[config.mk]
export PLATFORM = sky130hd
export DESIGN_NAME = divcfg_port
export DESIGN_NICKNAME = d
export VERILOG_FILES = /design/src/rtl/divcfg_pkg.sv /design/src/rtl/divcfg_sync.sv /design/src/rtl/divcfg_shreg.sv /design/src/rtl/divcfg_hold.sv /design/src/rtl/divcfg_port.sv
export SDC_FILE = /design/constraint.sdc
export NUM_CORES = 1
export LEC_CHECK = 0
export BUFFER_PORTS_ARGS = -buffer_cell sky130_fd_sc_hd__clkbuf_2
export CORE_UTILIZATION = 25
export CTS_CLUSTER_DIAMETER = 200
export DETAILED_ROUTE_END_ITERATION = 7
export PLACE_DENSITY = 0.52
export SLEW_MARGIN = 20
export SYNTH_ARGS = -nofsm -noshare
export SYNTH_HDL_FRONTEND = slang
export SYNTH_SLANG_ARGS = --single-unit
[constraint.sdc]
create_clock -name clk -period 1.55 [get_ports clk]
set_input_delay 0.0775 -clock clk [delete_from_list [all_inputs] [get_ports clk]]
set_output_delay 0.0775 -clock clk [all_outputs]
set_load 0.03 [all_outputs]
[src/rtl/divcfg_pkg.sv]
`timescale 1ns/1ps
// Shared widths and reset values for the divider configuration port.
package divcfg_pkg;
    localparam int FB_W    = 9;
    localparam int SEL_W   = 2;
    localparam int TST_W   = 3;
    localparam int FRAME_W = TST_W + SEL_W + FB_W;
    localparam int SYNC_STAGES = 2;
    localparam logic [FB_W-1:0]  FB_RST  = FB_W'(200);
    localparam logic [SEL_W-1:0] SEL_RST = '0;
    localparam logic [TST_W-1:0] TST_RST = '0;
endpackage

[src/rtl/divcfg_sync.sv]
`timescale 1ns/1ps
// Multi-stage synchronizer for a vector of asynchronous inputs.
// Assumes each bit is independent or is held stable around its strobe edges.
module divcfg_sync #(
    parameter int W = 1,
    parameter int STAGES = 2,
    parameter logic [W-1:0] INIT = '0
) (
    input  logic         clk,
    input  logic         rst_n,
    input  logic [W-1:0] d,
    output logic [W-1:0] q
);
    logic [STAGES-1:0][W-1:0] stg;

    // Shift the input through the synchronizer chain.
    generate
        if (STAGES == 1) begin : g_one
            always_ff @(posedge clk) begin
                if (!rst_n) stg <= INIT;
                else        stg <= d;
            end
        end else begin : g_chain
            always_ff @(posedge clk) begin
                if (!rst_n) stg <= {STAGES{INIT}};
                else        stg <= {stg[STAGES-2:0], d};
            end
        end
    endgenerate

    assign q = stg[STAGES-1];
endmodule

[src/rtl/divcfg_shreg.sv]
`timescale 1ns/1ps
// Serial frame shift register. Shifts one bit in at the LSB when enabled;
// the MSB (first bit received) is the tap. Assumes enable is a one-cycle pulse.
module divcfg_shreg
    import divcfg_pkg::*;
(
    input  logic               clk,
    input  logic               rst_n,
    input  logic               shift_en,
    input  logic               bit_in,
    output logic [FRAME_W-1:0] frame,
    output logic               tap
);
    // Shift in one serial bit per enable pulse.
    always_ff @(posedge clk) begin
        if (!rst_n)        frame <= '0;
        else if (shift_en) frame <= {frame[FRAME_W-2:0], bit_in};
    end

    assign tap = frame[FRAME_W-1];

    // the register moves only on an enabled shift
    a_r4_frame_idle: assert property (@(posedge clk) disable iff (!rst_n)
        !shift_en |=> $stable(frame));
endmodule

[src/rtl/divcfg_hold.sv]
`timescale 1ns/1ps
// Settings holder. Priority: parallel mode, then serial commit, then
// transparent shift of the feedback value, else hold.
// Assumes all inputs are already in the clk domain and pulses are one cycle.
module divcfg_hold
    import divcfg_pkg::*;
(
    input  logic               clk,
    input  logic               rst_n,
    input  logic               par_mode,
    input  logic [FB_W-1:0]    par_fb,
    input  logic [SEL_W-1:0]   par_sel,
    input  logic               commit,
    input  logic               trans_step,
    input  logic               ser_bit,
    input  logic [FRAME_W-1:0] frame,
    output logic [FB_W-1:0]    fb_q,
    output logic [SEL_W-1:0]   sel_q,
    output logic [TST_W-1:0]   tst_q
);
    // Update the held settings according to the active mode.
    always_ff @(posedge clk) begin
        if (!rst_n) begin
            fb_q  <= FB_RST;
            sel_q <= SEL_RST;
            tst_q <= TST_RST;
        end else if (par_mode) begin
            fb_q  <= par_fb;
            sel_q <= par_sel;
            tst_q <= '0;
        end else if (commit) begin
            {tst_q, sel_q, fb_q} <= frame;
        end else if (trans_step) begin
            fb_q <= {fb_q[FB_W-2:0], ser_bit};
        end
    end

    // parallel mode wins and forces the test selector to zero
    a_r2_par_flow: assert property (@(posedge clk) disable iff (!rst_n)
        par_mode |=> (fb_q == $past(par_fb) && sel_q == $past(par_sel) && tst_q == '0));
    // a commit copies the frame
    a_r5_commit: assert property (@(posedge clk) disable iff (!rst_n)
        (!par_mode && commit) |=> ({tst_q, sel_q, fb_q} == $past(frame)));
    // transparent step touches only the feedback value
    a_r7_transparent: assert property (@(posedge clk) disable iff (!rst_n)
        (!par_mode && !commit && trans_step) |=>
        (fb_q == {$past(fb_q[FB_W-2:0]), $past(ser_bit)} && $stable({tst_q, sel_q})));
    // no event, no change
    a_r6_hold: assert property (@(posedge clk) disable iff (!rst_n)
        (!par_mode && !commit && !trans_step) |=> $stable({tst_q, sel_q, fb_q}));
endmodule

[src/rtl/divcfg_port.sv]
`timescale 1ns/1ps
// Divider configuration port: synchronizes the strobe, serial and parallel
// pins, detects serial clock and load edges, and drives the shift register
// and the settings holder. Assumes pins stay stable for several clk cycles.
module divcfg_port
    import divcfg_pkg::*;
(
    input  logic             clk,
    input  logic             rst_n,
    input  logic             pload_n,
    input  logic [FB_W-1:0]  par_fb,
    input  logic [SEL_W-1:0] par_sel,
    input  logic             ser_clk,
    input  logic             ser_dat,
    input  logic             ser_ld,
    output logic [FB_W-1:0]  fb_div,
    output logic [SEL_W-1:0] out_sel,
    output logic [TST_W-1:0] test_sel,
    output logic             shift_tap
);
    localparam int CTL_W = 4;
    localparam int PAR_W = FB_W + SEL_W;

    logic [CTL_W-1:0] ctl_s;
    logic [PAR_W-1:0] par_s;
    logic pl_n_s, sclk_s, sld_s, sdat_s;
    logic sclk_d, sld_d;
    logic sclk_rise, sld_rise;
    logic shift_en, commit, trans_step;
    logic [FRAME_W-1:0] frame;

    divcfg_sync #(.W(CTL_W), .STAGES(SYNC_STAGES), .INIT(4'b0001)) u_ctl_sync (
        .clk(clk), .rst_n(rst_n),
        .d({ser_dat, ser_ld, ser_clk, pload_n}), .q(ctl_s));

    divcfg_sync #(.W(PAR_W), .STAGES(SYNC_STAGES), .INIT('0)) u_par_sync (
        .clk(clk), .rst_n(rst_n), .d({par_fb, par_sel}), .q(par_s));

    assign {sdat_s, sld_s, sclk_s, pl_n_s} = ctl_s;

    // Remember the previous serial clock and load levels for edge detection.
    always_ff @(posedge clk) begin
        if (!rst_n) begin
            sclk_d <= 1'b0;
            sld_d  <= 1'b0;
        end else begin
            sclk_d <= sclk_s;
            sld_d  <= sld_s;
        end
    end

    assign sclk_rise  = sclk_s & ~sclk_d;
    assign sld_rise   = sld_s & ~sld_d;
    assign shift_en   = pl_n_s & ~sld_s & sclk_rise;
    assign commit     = pl_n_s & sld_rise;
    assign trans_step = pl_n_s & sld_s & sclk_rise;

    divcfg_shreg u_shreg (
        .clk(clk), .rst_n(rst_n), .shift_en(shift_en), .bit_in(sdat_s),
        .frame(frame), .tap(shift_tap));

    divcfg_hold u_hold (
        .clk(clk), .rst_n(rst_n), .par_mode(~pl_n_s),
        .par_fb(par_s[PAR_W-1:SEL_W]), .par_sel(par_s[SEL_W-1:0]),
        .commit(commit), .trans_step(trans_step), .ser_bit(sdat_s),
        .frame(frame), .fb_q(fb_div), .sel_q(out_sel), .tst_q(test_sel));

    // in parallel mode the shift tap cannot move
    a_r8_tap_frozen: assert property (@(posedge clk) disable iff (!rst_n)
        !pl_n_s |=> $stable(shift_tap));
    // the shift and transparent paths are mutually exclusive
    a_r4_one_path: assert property (@(posedge clk) disable iff (!rst_n)
        $countones({shift_en, trans_step}) <= 1);
endmodule

==> qor.yml <==
clock_tree:
  hold_buffers: 15
  numCtsBuffers: 9
  cts-root-buf: "clkbuf_8"
  clock-sinks: 60
  cts.htree.levels: 3
  cts_resized: 0
  clk_pin_slew_ns: 0.07
  clock_path_buffers: 2
  postCtsSetupBuffers: 0
  clock_latency_ns: 0.33
  cts_tree: "yes"
finish:
  final_nets: 292
  num_antenna_cells: 0
  area_growth_pct: 29.5
  drive_gt1_share_pct: 24.6
min_path:
  hp-start: "rst_n"
  worstHoldEndpoint: "u_shreg.frame[2]$_SDFFE_PN0P_"
  hold_depth: 2
  hold_class: "in2reg"
global_routing:
  grt_antenna_before_repair: 0
  grt_pass1_wl_mm: 7.54
  grt_max_degree: 46
  first_global_vias: 1543
  grt_use_total_pct: 11.0
  overflow: 0
synthesis:
  syn-num-nets: 238
  synth_common_cells: "60 x dfxtp_1, 51 x nand2_1, 30 x and2_1"
  synth-edff-count: 0
  ys_seq_elements: 60
  synth_flop_cell: "dfxtp_1"
  synth.distinct_cells: 30
  yosysSeqAreaShare_pct: 53.8
  avgSynthCellArea_sq_um: 10.1
  synth_async_sr_flop_share_pct: 0
  yosys.area.top_type: "dfxtp_1"
  yosysTopAreaCellShare_pct: 53.8
  yosys_warnings: 0
  synthesis.area_sq_mm: 0.00223
  synthCells: 221
  yosysMostFrequentCell: "dfxtp_1"
  netlist_top_cells_area: "dfxtp_1 54%, nand2_1 8.6%, and2_1 8.4%"
job:
  drv_cap: 0
timing:
  finalSetupTns_ns: 0
  rsz0062_at_grt: "no"
  maxSlewHeadroom_pct: 69.4
  fmax_mhz: 752
  finClkSkew_ns: 0.00827
  drv_slew: 0
  min_period_over_period_pct: 85.8
  period_needed_ns: 1.33
  setup_viol: 0
  worst-slew-pin-transition_ns: 0.458
  hold_viol_final: 0
detailed_routing:
  drc_errors: 0
  drtPass1Iterations: 4
  totalWireLength_mm: 4.58
  postRouteAntennaNets: 0
  vias: 1701
  wl_per_cell_um: 11.8
  drt_iter0_drc: 85
  viasPerCell: 4.38
floorplanning:
  fp-row-count: 34
  ioPinCount: 32
  fp.dieW_um: 96.5
  initial_utilization_pct: 25.7
  core_area_sq_mm: 0.00868
  die-area_sq_mm: 0.00932
  fp.dieH_um: 96.5
worst_setup_path:
  cp_cell_sequence: "nor2b_4 > mux2_2 > o211ai_1 > nand2_1"
  r2r_cells: 4
  reg2reg_slack_ns: 0.22
  cp-end-kind: "register"
  worstPathMaxFanout: 9
  crit_arrival_ns: 1.55
  cpPeakStageDelay_ns: 0.38
  worstPathRequired_ns: 1.77
  path_class: "reg2reg"
  cp-start-kind: "register"
  cp_slowest_cell: "mux2_2"
  regToRegStartpoint: "u_ctl_sync.q[2]$_SDFF_PN0_"
  rr_endpoint: "u_hold.fb_q[8]$_SDFFE_PN0P_"
place:
  portBuffers: 31
  hpwl_mm: 3.20
  gp_congestion: 0.778
power_and_ir_drop:
  design_power_total_mw: 3.38
  p_per_area_mw_per_mm2: 1170
  leakage_nw: 1.14
  vdd_drop_max_v: 0.000596
outcome:
  outcome: "complete, no violations"
metrics by stage:
| stage | util [%] | cell area [sq um] | worst slack [ns] | std cells | hold WS [ns] |
|---|---|---|---|---|---|
| final | 33.3 | 2890 | 0.221 | 388 | 0.0856 |
| after global routing | 33.3 | 2890 | 0.129 | 388 | 0.0889 |
| after CTS | 33.3 | 2890 | 0.205 | 388 | 0.0772 |
| after detailed placement | 29.1 | 2530 | 0.216 | 357 | 0.277 |
| after global placement | 29.1 | 2530 | 0.246 | 357 | 0.270 |
| after floorplan | - | 2230 | 0.265 | 221 | 0.179 |
kinds of logic (layout without fill, tap and decap cells):
kind of cell    after synthesis  count (layout)  synth area share [%]
simple gates                102             102                  25.1
flops                        60              60                  53.8
compound gates               40              40                  14.3
buf+inv                      13              72                  3.30
mux                           6               6                  3.53
worst max-delay path, delay by kind of cell, from the launching register on:
kind	cells	cell delay [ns]
AOI/OAI and AO/OA	1	0.08
and+or+nand+nor	2	0.39
DFF	1	0.37
muxes	1	0.38
sequential cells by signal, indices dropped and copies added (netlist names):
register,count
sld_d,1
u_hold.tst_q,3
u_hold.fb_q,9
u_shreg.frame,14
u_hold.sel_q,2
u_ctl_sync.stg,4
u_par_sync.stg,11
u_ctl_sync.q,4
u_par_sync.q,11
sclk_d,1
report_power, final:
group	internal, mW	switching, mW
combinational	0.121	0.121
clock	0.905	0.615
sequential	1.59	0.0289
total	2.62	0.765
routing by layer:
metal | part of all wire (%) | GRT usage (%) | vias to the layer above | wire [um]
li1 | - | - | 870 | -
met1 | 47 | 13.3 | 785 | 2140
met2 | 47 | 17.3 | 40 | 2150
met3 | 5.1 | 3.99 | 6 | 236
met4 | 1.1 | 5.15 | 0 | 52
met5 | 0 | 0 | - | 0
area by class of cell:
cell class	count	area, sq um
fillers	943	5790
clock inverters	6	88.8
clock buffers	10	128
flip-flops and latches	60	1200
repair buffers	56	380
multi-input cells	148	960
well taps	108	135
worst max path at each step:
stage | to | slack [ns] | cells after the start | from
final | u_hold.fb_q[8]$_SDFFE_PN0P_ | 0.22 | 4 | u_ctl_sync.q[2]$_SDFF_PN0_
after global routing | u_hold.fb_q[2]$_SDFFE_PN0P_ | 0.13 | 4 | u_ctl_sync.q[2]$_SDFF_PN0_
after CTS | u_hold.fb_q[8]$_SDFFE_PN0P_ | 0.20 | 4 | u_ctl_sync.q[2]$_SDFF_PN0_
after detailed placement | u_hold.fb_q[8]$_SDFFE_PN0P_ | 0.22 | 4 | u_ctl_sync.q[2]$_SDFF_PN0_
after global placement | u_hold.fb_q[2]$_SDFFE_PN0P_ | 0.25 | 4 | u_ctl_sync.q[2]$_SDFF_PN0_
after floorplan | u_hold.fb_q[4]$_SDFFE_PN0P_ | 0.27 | 5 | u_ctl_sync.q[2]$_SDFF_PN0_
cells in the final DEF, fill, tap and decap left out, types with 4 or more instances in the layout:
cell / count
nand2b_1: 4
clkbuf_2: 31
a21boi_1: 10
buf_4: 10
a221oi_1: 6
clkbuf_8: 9
dfxtp_1: 60
dlygate4sd3_1: 15
nand2_1: 51
nor3b_1: 6
o211ai_1: 6
and2_1: 30
a21boi_0: 4
Power figures use the tool's default switching activity.
